[src/rtl/fsk_samp_pkg.sv]
package fsk_samp_pkg;

    typedef enum logic [1:0] {
        FR_IDLE = 2'd0,
        FR_DATA = 2'd1,
        FR_STOP = 2'd2
    } frame_state_e;

    typedef struct packed {
        logic level;
        logic fall;
    } line_evt_t;

    function automatic int unsigned ratio_round(input longint unsigned num,
                                                input longint unsigned den);
        longint unsigned q;
        q = (num + den / 2) / den;
        return q[31:0];
    endfunction

    function automatic int unsigned bits_for(input int unsigned n);
        return (n < 2) ? 1 : $clog2(n);
    endfunction

endpackage

[src/rtl/fsk_line_sync.sv]
module fsk_line_sync
    import fsk_samp_pkg::*;
#(
    parameter bit IDLE_LVL = 1'b0
) (
    input  logic      clk,
    input  logic      rst,
    input  logic      rx_in,
    output line_evt_t evt
);

    logic meta_q;
    logic sync_q;
    logic prev_q;

    always_ff @(posedge clk) begin
        if (rst) begin
            meta_q <= IDLE_LVL;
            sync_q <= IDLE_LVL;
            prev_q <= IDLE_LVL;
        end else begin
            meta_q <= rx_in;
            sync_q <= meta_q;
            prev_q <= sync_q;
        end
    end

    assign evt.level = sync_q;
    assign evt.fall  = prev_q & ~sync_q;

    logic [1:0] age_q;
    always_ff @(posedge clk) begin
        if (rst)
            age_q <= 2'd0;
        else if (age_q != 2'd3)
            age_q <= age_q + 2'd1;
    end

    // a falling edge reported now was a 1 -> 0 step on the pin two and three clocks back
    p_fall_tracks_pin_r2: assert property (@(posedge clk) disable iff (rst)
        (age_q == 2'd3 && evt.fall) |-> (!$past(rx_in, 2) && $past(rx_in, 3)));

endmodule

[src/rtl/fsk_phase_timer.sv]
module fsk_phase_timer
    import fsk_samp_pkg::*;
#(
    parameter int unsigned BIT_CNT  = 16,
    parameter int unsigned HALF_CNT = 8
) (
    input  logic clk,
    input  logic rst,
    input  logic fall,
    output logic tick
);

    localparam int unsigned CW = bits_for(BIT_CNT);
    localparam logic [CW-1:0] FULL_LD = CW'(BIT_CNT - 1);
    localparam logic [CW-1:0] HALF_LD = CW'(HALF_CNT - 1);

    logic [CW-1:0] cnt_q;

    always_ff @(posedge clk) begin
        if (rst)
            cnt_q <= FULL_LD;
        else if (fall)
            cnt_q <= HALF_LD;
        else if (cnt_q == '0)
            cnt_q <= FULL_LD;
        else
            cnt_q <= cnt_q - 1'b1;
    end

    assign tick = (cnt_q == '0) && !fall;

    // strikes are never back to back
    p_tick_gap_r4: assert property (@(posedge clk) disable iff (rst)
        tick |=> !tick);

    // a phase reset pushes the next strike at least one clock away
    p_fall_defers_r3: assert property (@(posedge clk) disable iff (rst)
        ((HALF_CNT > 1) && fall) |=> !tick);

endmodule

[src/rtl/fsk_frame_asm.sv]
module fsk_frame_asm
    import fsk_samp_pkg::*;
#(
    parameter int unsigned DATA_BITS = 8,
    parameter bit          START_LVL = 1'b1
) (
    input  logic                 clk,
    input  logic                 rst,
    input  logic                 tick,
    input  logic                 level,
    output logic [DATA_BITS-1:0] data,
    output logic                 valid,
    output logic                 err
);

    localparam int unsigned IW = bits_for(DATA_BITS);
    localparam logic [IW-1:0] LAST_IDX = IW'(DATA_BITS - 1);
    localparam bit STOP_LVL = !START_LVL;

    frame_state_e         st_q;
    logic [IW-1:0]        idx_q;
    logic [DATA_BITS-1:0] shreg_q;

    always_ff @(posedge clk) begin
        if (rst) begin
            st_q    <= FR_IDLE;
            idx_q   <= '0;
            shreg_q <= '0;
            data    <= '0;
            valid   <= 1'b0;
            err     <= 1'b0;
        end else begin
            valid <= 1'b0;
            err   <= 1'b0;
            if (tick) begin
                unique case (st_q)
                    FR_IDLE: begin
                        if (level == START_LVL) begin
                            st_q  <= FR_DATA;
                            idx_q <= '0;
                        end
                    end
                    FR_DATA: begin
                        shreg_q <= {level, shreg_q[DATA_BITS-1:1]};
                        if (idx_q == LAST_IDX)
                            st_q <= FR_STOP;
                        else
                            idx_q <= idx_q + 1'b1;
                    end
                    FR_STOP: begin
                        if (level == STOP_LVL) begin
                            data  <= shreg_q;
                            valid <= 1'b1;
                        end else begin
                            err <= 1'b1;
                        end
                        st_q <= FR_IDLE;
                    end
                    default: st_q <= FR_IDLE;
                endcase
            end
        end
    end

    // the byte strobe lasts one clock
    p_valid_one_shot_r7: assert property (@(posedge clk) disable iff (rst)
        valid |=> !valid);

    // the framing pulse lasts one clock and never coincides with a byte
    p_err_one_shot_r8: assert property (@(posedge clk) disable iff (rst)
        err |=> !err);
    p_err_excludes_valid_r8: assert property (@(posedge clk) disable iff (rst)
        !(valid && err));

    // the byte output moves only together with the strobe
    p_byte_moves_with_valid_r8: assert property (@(posedge clk) disable iff (rst)
        !$stable(data) |-> valid);

    // a non-start level in idle keeps the assembler idle
    p_idle_holds_r5: assert property (@(posedge clk) disable iff (rst)
        (st_q == FR_IDLE && tick && level != START_LVL) |=> st_q == FR_IDLE);

endmodule

[src/rtl/fsk_bit_sampler.sv]
module fsk_bit_sampler
    import fsk_samp_pkg::*;
#(
    parameter int unsigned CLK_HZ    = 12_000_000,
    parameter int unsigned BIT_HZ    = 1200,
    parameter int unsigned DATA_BITS = 8,
    parameter bit          START_LVL = 1'b1
) (
    input  logic                 clk,
    input  logic                 rst,
    input  logic                 rx_line,
    output logic [DATA_BITS-1:0] rx_byte,
    output logic                 rx_valid,
    output logic                 frame_err
);

    localparam int unsigned BIT_CNT  = ratio_round(CLK_HZ, BIT_HZ);
    localparam int unsigned HALF_CNT = BIT_CNT / 2;
    localparam bit          IDLE_LVL = !START_LVL;

    line_evt_t evt;
    logic      tick;

    fsk_line_sync #(
        .IDLE_LVL (IDLE_LVL)
    ) u_sync (
        .clk   (clk),
        .rst   (rst),
        .rx_in (rx_line),
        .evt   (evt)
    );

    fsk_phase_timer #(
        .BIT_CNT  (BIT_CNT),
        .HALF_CNT (HALF_CNT)
    ) u_timer (
        .clk  (clk),
        .rst  (rst),
        .fall (evt.fall),
        .tick (tick)
    );

    fsk_frame_asm #(
        .DATA_BITS (DATA_BITS),
        .START_LVL (START_LVL)
    ) u_frame (
        .clk   (clk),
        .rst   (rst),
        .tick  (tick),
        .level (evt.level),
        .data  (rx_byte),
        .valid (rx_valid),
        .err   (frame_err)
    );

endmodule

[config.mk]
export PLATFORM = sky130hd
export DESIGN_NAME = fsk_bit_sampler
export DESIGN_NICKNAME = d
export VERILOG_FILES = /design/src/rtl/fsk_samp_pkg.sv /design/src/rtl/fsk_line_sync.sv /design/src/rtl/fsk_phase_timer.sv /design/src/rtl/fsk_frame_asm.sv /design/src/rtl/fsk_bit_sampler.sv
export SDC_FILE = /design/constraint.sdc
export NUM_CORES = 1
export LEC_CHECK = 0
export CAP_MARGIN = 20
export CORE_MARGIN = 2
export CORE_UTILIZATION = 53
export DETAILED_ROUTE_END_ITERATION = 12
export PLACE_DENSITY = 0.76
export SYNTH_ARGS = -nofsm -noshare
export SYNTH_HDL_FRONTEND = slang
export SYNTH_HIERARCHICAL = 1
export SYNTH_SLANG_ARGS = --single-unit
[constraint.sdc]
create_clock -name clk -period 3 [get_ports clk]
set_clock_uncertainty 0.1 [all_clocks]
set_input_delay 0.6 -clock clk [delete_from_list [all_inputs] [get_ports clk]]
set_output_delay 0.6 -clock clk [all_outputs]
set_load 0.05 [all_outputs]
Word level (Yosys, flattened, before mapping)

Cells that the tools add are included.

Word-level logic and storage cells: 44
Output and inout port bits: 10
Bits of input ports: 3
Bits in registers: 40

Mux-type cells: 10
Bitwise operators: 4
Reduce and logical (&&, ||, !) cells: 11
Equal/unequal tests: 6
Add/sub/neg operators: 2

Operators by type and width:

| kind                                                | count |
|---|---|
| 2-to-1 mux 14 bit                                   | 2 |
| zero test 14 bit                                    | 1 |
| subtractor 14 x 1 -> 14 bit, second input constant  | 1 |
| 2-to-1 mux 3 bit                                    | 2 |
| one-hot mux 3 bit (2 select lines)                  | 1 |
| AND reduction 3 bit                                 | 2 |
| OR reduction 3 bit                                  | 2 |
| 2-to-1 mux 2 bit                                    | 2 |
| != test 2 bit, second input constant                | 2 |
| one-hot mux 2 bit (2 select lines)                  | 1 |
| AND reduction 4 bit                                 | 1 |
| adder 3 x 1 -> 3 bit, second input constant         | 1 |
| equality test 3 bit, second input constant          | 1 |
| NOT 1 bit                                           | 3 |
| equality test 2 x 1 -> 1 bit, second input constant | 1 |
| equality test 2 bit, second input constant          | 1 |
| zero test 2 bit                                     | 1 |
| 2-to-1 mux 1 bit                                    | 2 |
| != test 2 x 1 -> 1 bit, second input constant       | 1 |
| AND reduction 2 bit                                 | 1 |
| nonzero test 2 bit                                  | 1 |
| AND 1 bit                                           | 1 |
| logical AND 1 bit                                   | 1 |
| zero test 1 bit                                     | 1 |

Depth between registers and ports, before layout

Gate-level depths: netlist of run 1.

Depth after elaboration: 6
Depth in mapped cells: 9

Hierarchy

The synthesis of run 1 kept the hierarchy.

By module, submodules not included:

| module          | area an instance (um^2) | seq. area each (um^2) | cells an instance | times used |
|---|---|---|---|---|
| fsk_frame_asm   | 973.4                   | 460.4                 | 104               | 1 |
| fsk_phase_timer | 660.6                   | 280.3                 | 72                | 1 |
| fsk_line_sync   | 95.1                    | 60.1                  | 8                 | 1 |

Least setup slack after synthesis of run 1

Ideal clock, no wire load.

Path type: register to register
Start point: register u_timer.cnt_q[0]
End point: register u_frame.shreg_q[0]
Data required time: 2.771 ns
Period minus slack after synthesis: 2.181 ns
Library setup time: 0.129 ns
Cell stages (with the launch flop): 10
Data arrival time: 1.952 ns
Path slack: 0.819 ns
Path through: dfxtp_1 inv_1 ha_1 or4b_4 nor3_4 and3_1 nand3b_1 buf_6 mux2i_1 nor2_1

Word-level cells in the longest chain between the ends: 3

RTL lines:

| what                                 | line                  | text |
|---|---|---|
| start: declaration                   | fsk_phase_timer.sv:17 | `logic [CW-1:0] cnt_q;` |
| start signal: assignment             | fsk_phase_timer.sv:27 | `cnt_q <= cnt_q - 1'b1;` |
| zero test 14 bit                     | fsk_phase_timer.sv:30 | `assign tick = (cnt_q == '0) && !fall;` |
| logical AND 1 bit                    | fsk_phase_timer.sv:30 |  |
| named net tick                       | fsk_bit_sampler.sv:22 | `logic tick;` |
| AND reduction 2 bit (no source line) | -                     |  |
| end signal: assignment               | fsk_frame_asm.sv:44   | `shreg_q <= {level, shreg_q[DATA_BITS-1:1]};` |
| end: declaration                     | fsk_frame_asm.sv:22   | `logic [DATA_BITS-1:0] shreg_q;` |

The timed path passes the listed nets, and every way through them passes these cells.
A chain may end at the register's enable or synchronous reset.

Worst setup path in the final report of run 1

Start point: register u_timer.cnt_q[0]
End point: register u_frame.shreg_q[1]

Same word-level chain as after synthesis.

==> results.sh, run 1 <==
export IMPL_fin_crit_ns=2.64
export IMPL_nFillCells=275
export IMPL_switching_share_pct=20.5
export IMPL_ys_types=47
export IMPL_place_gp_congestion=0.853
export IMPL_power_density_nw_per_um2=523
export IMPL_die_x_um=61.1
export IMPL_drv_slew=0
export IMPL_die_area_um2=3740
export IMPL_synth_top_area_cell="dfxtp_1"
export IMPL_finalSetupTns_ns=0
export IMPL_synth_area_leaders="dfxtp_1 46%, nand2_1 5.2%, mux2i_1 4.6%"
export IMPL_cts_tree="done"
export IMPL_num_io_pins=13
export IMPL_p_leak_nw=0.761
export IMPL_coreArea_um2=3080
export IMPL_maxCapViolations=0
export IMPL_hold_viol_final=0
export IMPL_critPathMaxFanout=8
export IMPL_initial_core_util_pct=56.2
export IMPL_wl_per_cell_um=13.1
export IMPL_cp_arrival_ns=2.79
export IMPL_clock_path_buffers=2
export IMPL_clk_latency_ns=0.35
export IMPL_slew_headroom_pct=51.2
export IMPL_clkSinkCount=40
export IMPL_period_share_pct=88.0
export IMPL_yosys_warnings=6
export IMPL_yosysMostFrequentCell="dfxtp_1"
export IMPL_synth_seq_area_share_pct=46.3
export IMPL_status="completed"
export IMPL_drt_iter0_drc=130
export IMPL_ys_top_cells_by_count="40 x dfxtp_1, 24 x nand2_1, 18 x nor2_1, 8 x mux2i_1"
export IMPL_max_clock_freq_mhz=379
export IMPL_die_h_um=61.1
export IMPL_grt_ovfl_total=0
export IMPL_worst_path_max_delay_cell="or4b_4"
export IMPL_track_usage_pct=19.2
export IMPL_cp_cell_sequence="inv_1 -> ha_1 -> or4b_4 -> nor3_4 -> and3_1 -> nand3b_1 -> mux2i_1 -> nor2_1"
export IMPL_clkPwrFrac_pct=41.5
export IMPL_holdBufCountCts=0
export IMPL_io_buffers=12
export IMPL_viasPerCell=5.44
export IMPL_synth_cells=184
export IMPL_cp_data_required_time_ns=3.15
export IMPL_h_tree_depth=2
export IMPL_slowest_delay_ns=0.53
export IMPL_tightestPinTransition_ns=0.727
export IMPL_hpwl_um=2200
export IMPL_pwr_share_comb_pct=4.3
export IMPL_grt_pass1_vias=1171
export IMPL_min_path_type="register to register"
export IMPL_synth_seq_cells=40
export IMPL_placed_area_um2=1860
export IMPL_irDropWorstVdd_mv=0.526
export IMPL_crit_type="register to register"
export IMPL_drtAntennaViolNets=0
export IMPL_syn_cell_area_um2=1730
export IMPL_synthDominantCellAreaShare_pct=46.3
export IMPL_final_cell_area_um2=1960
export IMPL_routed_wl_um=3140
export IMPL_grt_max_degree=31
export IMPL_synthArstFlopShare_pct=0
export IMPL_finalSetupViolCount=0
export IMPL_fin_util_pct=63.6
export IMPL_antenna_found_initial=0
export IMPL_ys_flop_type="dfxtp_1"
export IMPL_grt_pass1_wl_um=5170
export IMPL_n_antenna_cell=0
export IMPL_syn_num_nets=190
export IMPL_seq_power_share_pct=54.1
export IMPL_cp_start_kind="register"
export IMPL_fp_row_count=20
export IMPL_rsz0062_at_grt="no"
export IMPL_drc_errors=0
export IMPL_vias=1299
export IMPL_dr_pass1_iters=4
export IMPL_drive_above_1_share_pct=11.3
export IMPL_cts_resized=0
export IMPL_nets=201
export IMPL_reg2reg_slack_ns=0.36
export IMPL_avgSynthCellArea_um2=9.40
export IMPL_p_sw_w=0.000210
export IMPL_cts_clk_slew_worst_paths_ns=0.12
export IMPL_cts_root_buf="clkbuf_4"
export IMPL_cts_buffers=5
export IMPL_end_kind="register"
export IMPL_p_int_w=0.000814
export IMPL_postCtsSetupBuffers=0
export IMPL_synth_edf_count=0
export IMPL_area_growth_pct=13.2
==> final cells by class <==
cell class                      count  area (um2)  area share [%]
Clock inverter                      2        60.1            3.07
Timing Repair Buffer               13         128            6.52
Multi-Input combinational cell    131         861            44.0
Inverter                            4        15.0           0.767
Sequential cell                    40         801            40.9
Tap cell                           44        55.1            2.81
Clock buffer                        5        37.5            1.92
==> final timing paths <==
path	end	cells past startpoint	start
setup / recovery	u_frame/shreg_q[1]	8	u_timer/cnt_q[0]
hold / removal	u_timer/cnt_q[0]	1	u_timer/cnt_q[0]
setup reg to reg	u_frame/shreg_q[1]	8	u_timer/cnt_q[0]
hold reg to reg	u_timer/cnt_q[0]	1	u_timer/cnt_q[0]
==> power by group through the flow <==
stage / clock, W / sequential, W / combinational [W]
after floorplan: 0 / 0.000559 / 0.0000378
after global placement: 0 / 0.000565 / 0.0000420
after detailed placement: 0 / 0.000566 / 0.0000439
after CTS: 0.000438 / 0.000554 / 0.0000440
after global routing: 0.000464 / 0.000556 / 0.0000497
final: 0.000425 / 0.000554 / 0.0000444
==> flip-flops by register name (all words and copies together), names as in the netlist <==
signal / count
u_timer/cnt_q: 14
u_frame/data: 8
u_frame/shreg_q: 8
u_frame/idx_q: 3
u_frame/st_q: 2
u_frame/err: 1
u_frame/valid: 1
u_sync/meta_q: 1
u_sync/prev_q: 1
u_sync/sync_q: 1
==> placed cells by master, fill, tap and decap left out, types with 2 or more instances in the layout <==
| cell type | instances |
|---|---|
| bufinv_16 | 2 |
| ha_1 | 3 |
| a21oi_1 | 7 |
| o31ai_1 | 3 |
| inv_1 | 4 |
| a21oi_2 | 7 |
| o21ai_1 | 2 |
| a211oi_1 | 2 |
| nor2_1 | 18 |
| xnor2_1 | 4 |
| nand4_1 | 4 |
| o21ai_0 | 2 |
| nand3b_1 | 2 |
| nor2b_1 | 6 |
| nand2b_1 | 4 |
| clkbuf_4 | 5 |
| nor4b_1 | 2 |
| clkdlybuf4s50_1 | 12 |
| and3b_1 | 2 |
| nand3_1 | 3 |
| nor3_1 | 4 |
| xor2_1 | 4 |
| mux2i_1 | 8 |
| nand2_1 | 24 |
| dfxtp_1 | 40 |
==> stage by stage <==
step	cells	power (W)	setup slack, ns	hold slack, ns
floorplan	184	0.000596	0.819	0.284
global placement	232	0.000607	0.480	0.292
detailed placement	232	0.000610	0.388	0.309
global route	239	0.00107	0.182	0.350
CTS	239	0.00104	0.369	0.338
finish	239	0.00102	0.359	0.330
==> cell families (layout without fill, tap and decap cells) <==
group / count (synthesis) / after routing / share of synthesized area, %
AO/OA/AOI/OAI: 28 / 28 / 11.4
flip-flops: 40 / 40 / 46.3
AND/OR/NAND/NOR: 84 / 84 / 27.5
XOR/XNOR: 8 / 8 / 4.05
multiplexers: 8 / 8 / 4.63
adder cells (fa/ha/maj): 3 / 3 / 2.17
buffers and inverters: 13 / 24 / 3.91
==> worst max-delay path: cells and delay by family (launching register included) <==
family / cells / cell delay, ns
buffers and inverters: 1 / 0.06
multiplexers: 1 / 0.28
adder cells (fa/ha/maj): 1 / 0.19
AND/OR/NAND/NOR: 5 / 1.57
flip-flops: 1 / 0.35
==> per-layer routing <==
layer  track usage (%)  vias up  wire (um)
met1              23.7      614       1500
met4              7.45        0         49
met3              8.19        5        105
met2              29.6       17       1480
li1                  -      663          -
met5                 0        -          0
Note: power is estimated with default switching activity, not from simulation.
==> run 2: changes to the inputs <==
--- a/config.mk
+++ b/config.mk
@@ -5,11 +5,12 @@
 export SDC_FILE = /design/constraint.sdc
 export NUM_CORES = 1
 export LEC_CHECK = 0
-export CAP_MARGIN = 20
-export CORE_MARGIN = 2
+export CAP_MARGIN = 15
+export CORE_MARGIN = 1.5
 export CORE_UTILIZATION = 53
 export DETAILED_ROUTE_END_ITERATION = 12
 export PLACE_DENSITY = 0.76
+export RECOVER_POWER = 100
 export SYNTH_ARGS = -nofsm -noshare
 export SYNTH_HDL_FRONTEND = slang
 export SYNTH_HIERARCHICAL = 1
==> run 2 against run 1 <==
Total power fell by 1.1%. Largest cell class unchanged. Via count fell by 0.46%. Final cell count did not move. Critical endpoint is now u_frame/shreg_q[6]. Highest routed layer unchanged. Sequential power barely moved. Critical path depth did not move.
==> results.sh, run 2 (synthesized netlist as in run 1, its figures left out) <==
export IMPL_status="completed"
export IMPL_clock_path_buffers=2
export IMPL_reg_largest_list="u_timer/cnt_q (14), u_frame/data (8), u_frame/shreg_q (8)"
export IMPL_irDropWorstVdd_mv=0.498
export IMPL_viasPerCell=5.41
export IMPL_largest_reg_flops=14
export IMPL_cp_data_required_time_ns=3.09
export IMPL_dr_pass1_iters=6
export IMPL_nets=201
export IMPL_h_tree_depth=2
export IMPL_critPathMaxFanout=8
export IMPL_grt_pass1_vias=1249
export IMPL_r2r_end="u_frame/shreg_q[6]"
export IMPL_grt_max_degree=31
export IMPL_cp_arrival_ns=2.75
export IMPL_cts_resized=0
export IMPL_cp_cell_sequence="inv_1 -> ha_1 -> or4b_4 -> nor3_4 -> and3_1 -> nand3b_1 -> mux2i_1 -> nor2_1"
export IMPL_critPathLaunch="u_timer/cnt_q[0]"
export IMPL_drc_errors=0
export IMPL_grt_pass1_wl_um=5510
export IMPL_finalSetupViolCount=0
export IMPL_regMostFlops="u_timer/cnt_q"
export IMPL_io_buffers=12
export IMPL_slew_headroom_pct=13.4
export IMPL_cts_clk_slew_worst_paths_ns=0.11
export IMPL_final_cells=239
export IMPL_min_path_type="register to register"
export IMPL_max_clock_freq_mhz=376
export IMPL_postCtsSetupBuffers=0
export IMPL_end_kind="register"
export IMPL_crit_type="register to register"
export IMPL_r2r_start="u_timer/cnt_q[0]"
export IMPL_die_h_um=60.1
export IMPL_clkSinkCount=40
export IMPL_drtAntennaViolNets=0
export IMPL_wl_per_cell_um=13.1
export IMPL_slowest_delay_ns=0.53
export IMPL_die_x_um=60.1
export IMPL_r2r_cells=8
export IMPL_holdBufCountCts=0
export IMPL_drt_iter0_drc=66
export IMPL_tightestPinTransition_ns=1.30
export IMPL_die_area_um2=3610
export IMPL_period_share_pct=88.7
export IMPL_fp_row_count=20
export IMPL_cts_tree="done"
export IMPL_rsz0062_at_grt="no"
export IMPL_antenna_found_initial=0
export IMPL_clk_latency_ns=0.34
export IMPL_pre_cts_ws_ns=0.391
export IMPL_vias=1293
export IMPL_cp_start_kind="register"
export IMPL_track_usage_pct=20.5
export IMPL_layout_setup_ws_ns=0.338
export IMPL_n_antenna_cell=0
export IMPL_grt_ovfl_total=0
export IMPL_mostFrequentLayoutCells="40 x dfxtp_1, 24 x nand2_1, 18 x nor2_1"
export IMPL_drv_slew=0
export IMPL_final_common_cell="dfxtp_1"
export IMPL_hold_viol_final=0
export IMPL_fin_crit_ns=2.66
export IMPL_finalSetupTns_ns=0
export IMPL_initial_core_util_pct=56.2
export IMPL_endpoint="u_frame/shreg_q[6]"
export IMPL_whs_ns=0.339
export IMPL_placed_cells=232
export IMPL_place_gp_congestion=0.828
export IMPL_maxCapViolations=0
export IMPL_worst_path_max_delay_cell="or4b_4"
export IMPL_num_io_pins=13
export IMPL_fin_util_pct=62.8
export IMPL_cts_root_buf="clkbuf_4"
export IMPL_cts_buffers=5
export IMPL_routed_wl_um=3130
export IMPL_drive_above_1_share_pct=8.21
export IMPL_power_density_nw_per_um2=524
export IMPL_p_leak_nw=0.793
export IMPL_coreArea_um2=3080
export IMPL_hpwl_um=2220
export IMPL_area_growth_pct=11.9
export IMPL_reg2reg_slack_ns=0.34
-- run 2: cell type report --
class	count	area (um2)
fillers	278	1140
multi-input cells	131	842
flip-flops and latches	40	801
repair buffers	13	124
clock inverters	2	60.1
well taps	44	55.1
clock buffers	5	37.5
inverters	4	15.0
-- run 2: stage by stage --
step / area [um2] / power, W
after floorplan: 1730 / 0.000596
after global placement: 1860 / 0.000607
after detailed placement: 1860 / 0.000610
after CTS: 1960 / 0.00103
after global routing: 1930 / 0.00106
final: 1930 / 0.00101
-- run 2: how the worst min path moves through the flow --
stage / cells past startpoint / slack, ns / from / end
5_1_grt: 1 / 0.37 / u_timer/cnt_q[0] / u_timer/cnt_q[0]
6_report: 1 / 0.34 / u_timer/cnt_q[0] / u_timer/cnt_q[0]
3_5_place_dp: 1 / 0.32 / u_timer/cnt_q[0] / u_timer/cnt_q[0]
2_1_floorplan: 1 / 0.28 / u_timer/cnt_q[0] / u_timer/cnt_q[0]
3_3_place_gp: 1 / 0.29 / u_timer/cnt_q[0] / u_timer/cnt_q[0]
4_1_cts: 1 / 0.35 / u_timer/cnt_q[0] / u_timer/cnt_q[0]
-- run 2: metal layers --
layer	track usage, %	share of wire (%)
met5	0	0
met4	7.30	1.3
met3	6.28	4.8
met2	34.2	50
met1	24.9	44
-- run 2: power breakdown --
group          switching [W]  internal [W]  total (W)  leakage (nW)
Combinational      0.0000244     0.0000176  0.0000420         0.418
Sequential         0.0000134      0.000541   0.000554         0.324
Clock               0.000162      0.000255   0.000417        0.0513
-- run 2: worst max-delay path: cells and delay by family (launching register included) --
kind	cells	cell delay, ns
buf+inv	1	0.06
flops	1	0.35
fa+ha+maj	1	0.19
mux	1	0.29
simple gates	5	1.53
==> run 3: changes to the inputs <==
--- a/config.mk
+++ b/config.mk
@@ -5,9 +5,9 @@
 export SDC_FILE = /design/constraint.sdc
 export NUM_CORES = 1
 export LEC_CHECK = 0
-export CAP_MARGIN = 15
 export CORE_MARGIN = 1.5
 export CORE_UTILIZATION = 53
+export CTS_CLUSTER_SIZE = 30
 export DETAILED_ROUTE_END_ITERATION = 12
 export PLACE_DENSITY = 0.76
 export RECOVER_POWER = 100
==> constraint.sdc (replaced) <==
create_clock -name clk -period 3 [get_ports clk]
set_clock_uncertainty 0.1 [all_clocks]
set_input_delay 0.3 -clock clk [delete_from_list [all_inputs] [get_ports clk]]
set_output_delay 0.3 -clock clk [all_outputs]
set_load 0.05 [all_outputs]
==> run 3 against run 2 <==
Cell area decreased by 0.26%. Global-route usage fell by 1.0 points. First-iteration DRC count increased by 15%. Hold slack got worse by 0.011 ns. Combinational power rose by 5.5%. Sequential share of layout area increased by 0.11 points. Clock power decreased by 17%. Non-clock buffer count unchanged. Largest cell class unchanged. Highest routed layer unchanged.
==> results.sh, run 3 (synthesized netlist as in run 1, its figures left out) <==
export IMPL_status="completed"
export IMPL_finalSetupViolCount=0
export IMPL_drive_above_1_share_pct=10.7
export IMPL_grt_pass1_vias=1252
export IMPL_fp_row_count=20
export IMPL_p_leak_nw=0.787
export IMPL_track_usage_pct=19.5
export IMPL_slew_headroom_pct=55.7
export IMPL_cts_root_buf="clkbuf_4"
export IMPL_cp_data_required_time_ns=3.13
export IMPL_die_area_um2=3610
export IMPL_regMostFlops="u_timer/cnt_q"
export IMPL_coreArea_um2=3080
export IMPL_p_int_w=0.000733
export IMPL_irDropWorstVdd_mv=0.305
export IMPL_antenna_found_initial=0
export IMPL_switching_share_pct=22.4
export IMPL_final_cell_area_um2=1930
export IMPL_cts_buffers=5
export IMPL_num_io_pins=13
export IMPL_end_kind="register"
export IMPL_grt_pass1_wl_um=5370
export IMPL_h_tree_depth=2
export IMPL_tightestPinTransition_ns=0.660
export IMPL_cp_cell_sequence="inv_1 -> ha_1 -> or4b_4 -> nor3_4 -> and3_1 -> nand3b_1 -> mux2i_1 -> nor2_1"
export IMPL_die_h_um=60.1
export IMPL_drc_errors=0
export IMPL_p_sw_w=0.000211
export IMPL_initial_core_util_pct=56.2
export IMPL_n_antenna_cell=0
export IMPL_drt_iter0_drc=76
export IMPL_maxCapViolations=0
export IMPL_die_x_um=60.1
export IMPL_cp_start_kind="register"
export IMPL_crit_type="register to register"
export IMPL_clkPwrFrac_pct=36.6
export IMPL_worst_path_max_delay_cell="or4b_4"
export IMPL_final_cells=240
export IMPL_place_gp_congestion=0.881
export IMPL_slowest_delay_ns=0.53
export IMPL_io_buffers=12
export IMPL_hpwl_um=2180
export IMPL_reg_largest_list="u_timer/cnt_q (14), u_frame/data (8), u_frame/shreg_q (8)"
export IMPL_placed_area_um2=1860
export IMPL_nets=201
export IMPL_power_density_nw_per_um2=489
export IMPL_drv_slew=0
export IMPL_period_share_pct=89.1
export IMPL_finalSetupTns_ns=0
export IMPL_cts_tree="done"
export IMPL_nFillCells=272
export IMPL_viasPerCell=5.45
export IMPL_vias=1308
export IMPL_fin_crit_ns=2.67
export IMPL_min_path_type="register to register"
export IMPL_grt_ovfl_total=0
export IMPL_dr_pass1_iters=4
export IMPL_postCtsSetupBuffers=0
export IMPL_clkSinkCount=40
export IMPL_pwr_share_comb_pct=4.7
export IMPL_rsz0062_at_grt="no"
export IMPL_routed_wl_um=3160
export IMPL_whs_ns=0.327
export IMPL_drtAntennaViolNets=0
export IMPL_wl_per_cell_um=13.2
export IMPL_placed_cells=232
export IMPL_cp_arrival_ns=2.80
export IMPL_hold_viol_final=0
export IMPL_regArea_um2=801
export IMPL_critPathMaxFanout=8
export IMPL_clock_path_buffers=2
export IMPL_holdBufCountCts=0
export IMPL_cts_resized=0
export IMPL_clk_latency_ns=0.34
export IMPL_mostFrequentLayoutCells="40 x dfxtp_1, 24 x nand2_1, 18 x nor2_1"
export IMPL_multi_input_area_um2=851
export IMPL_grt_max_degree=31
export IMPL_max_clock_freq_mhz=374
export IMPL_seq_power_share_pct=58.7
export IMPL_largest_reg_flops=14
export IMPL_area_growth_pct=11.6
export IMPL_final_common_cell="dfxtp_1"
export IMPL_cts_clk_slew_worst_paths_ns=0.11
run 3: cell types whose count changed in the layout (fill, tap and decap cells not counted):
| cell | change |
|---|---|
| a21oi_1 | -4 |
| a21oi_2 | +4 |
| o21ai_0 | -2 |
| o21ai_1 | +2 |
| buf_4 | +1 |
| bufinv_16 | -1 |
| clkbuf_1 | -1 |
| clkinv_2 | +1 |
| clkinvlp_4 | +1 |
| nor4_1 | +1 |
| nor4_2 | -1 |
| o311ai_0 | -1 |
| o311ai_1 | +1 |
run 3: power groups by stage:
stage | clock network, W | registers [W] | logic, W
floorplan | 0 | 0.000559 | 0.0000378
global placement | 0 | 0.000565 | 0.0000418
detailed placement | 0 | 0.000566 | 0.0000450
CTS | 0.000358 | 0.000554 | 0.0000454
global route | 0.000385 | 0.000556 | 0.0000499
finish | 0.000345 | 0.000554 | 0.0000443
run 3: routing by layer:
layer	up-vias	global-route usage (%)	routed length, um
met4	0	7.62	33
met5	-	0	0
met2	29	31.7	1470
met1	606	25.4	1510
met3	4	3.90	142
li1	669	-	-
run 3: path summary, 6_finish.rpt:
kind	from	to	cells after the start	slack (ns)
worst max-delay path	u_timer/cnt_q[0]	u_frame/shreg_q[6]	8	0.33
worst min-delay path	u_timer/cnt_q[0]	u_timer/cnt_q[0]	1	0.33
worst max register to register	u_timer/cnt_q[0]	u_frame/shreg_q[6]	8	0.33
worst min register to register	u_timer/cnt_q[0]	u_timer/cnt_q[0]	1	0.33
run 3: area by class of cell:
type | instances | area share, %
multi-input combinational | 131 | 44.1
sequential | 40 | 41.5
timing repair buffer | 13 | 6.61
tap | 44 | 2.85
clock inverter | 3 | 2.20
clock buffer | 5 | 1.95
inverter | 4 | 0.778
run 3: stage by stage:
step / utilization (%) / power, W / worst slack (ns)
after floorplan: - / 0.000596 / 0.819
after CTS: 63.0 / 0.000957 / 0.330
final: 62.7 / 0.000944 / 0.328
after global placement: 60.4 / 0.000606 / 0.497
after global routing: 62.7 / 0.000991 / 0.119
after detailed placement: 60.4 / 0.000611 / 0.357
run 3: critical path: cells and delay by family (launching register included):
family / cells / cell delay, ns
adder cells (fa/ha/maj): 1 / 0.21
buffers and inverters: 1 / 0.07
AND/OR/NAND/NOR: 5 / 1.52
multiplexers: 1 / 0.30
flip-flops: 1 / 0.35
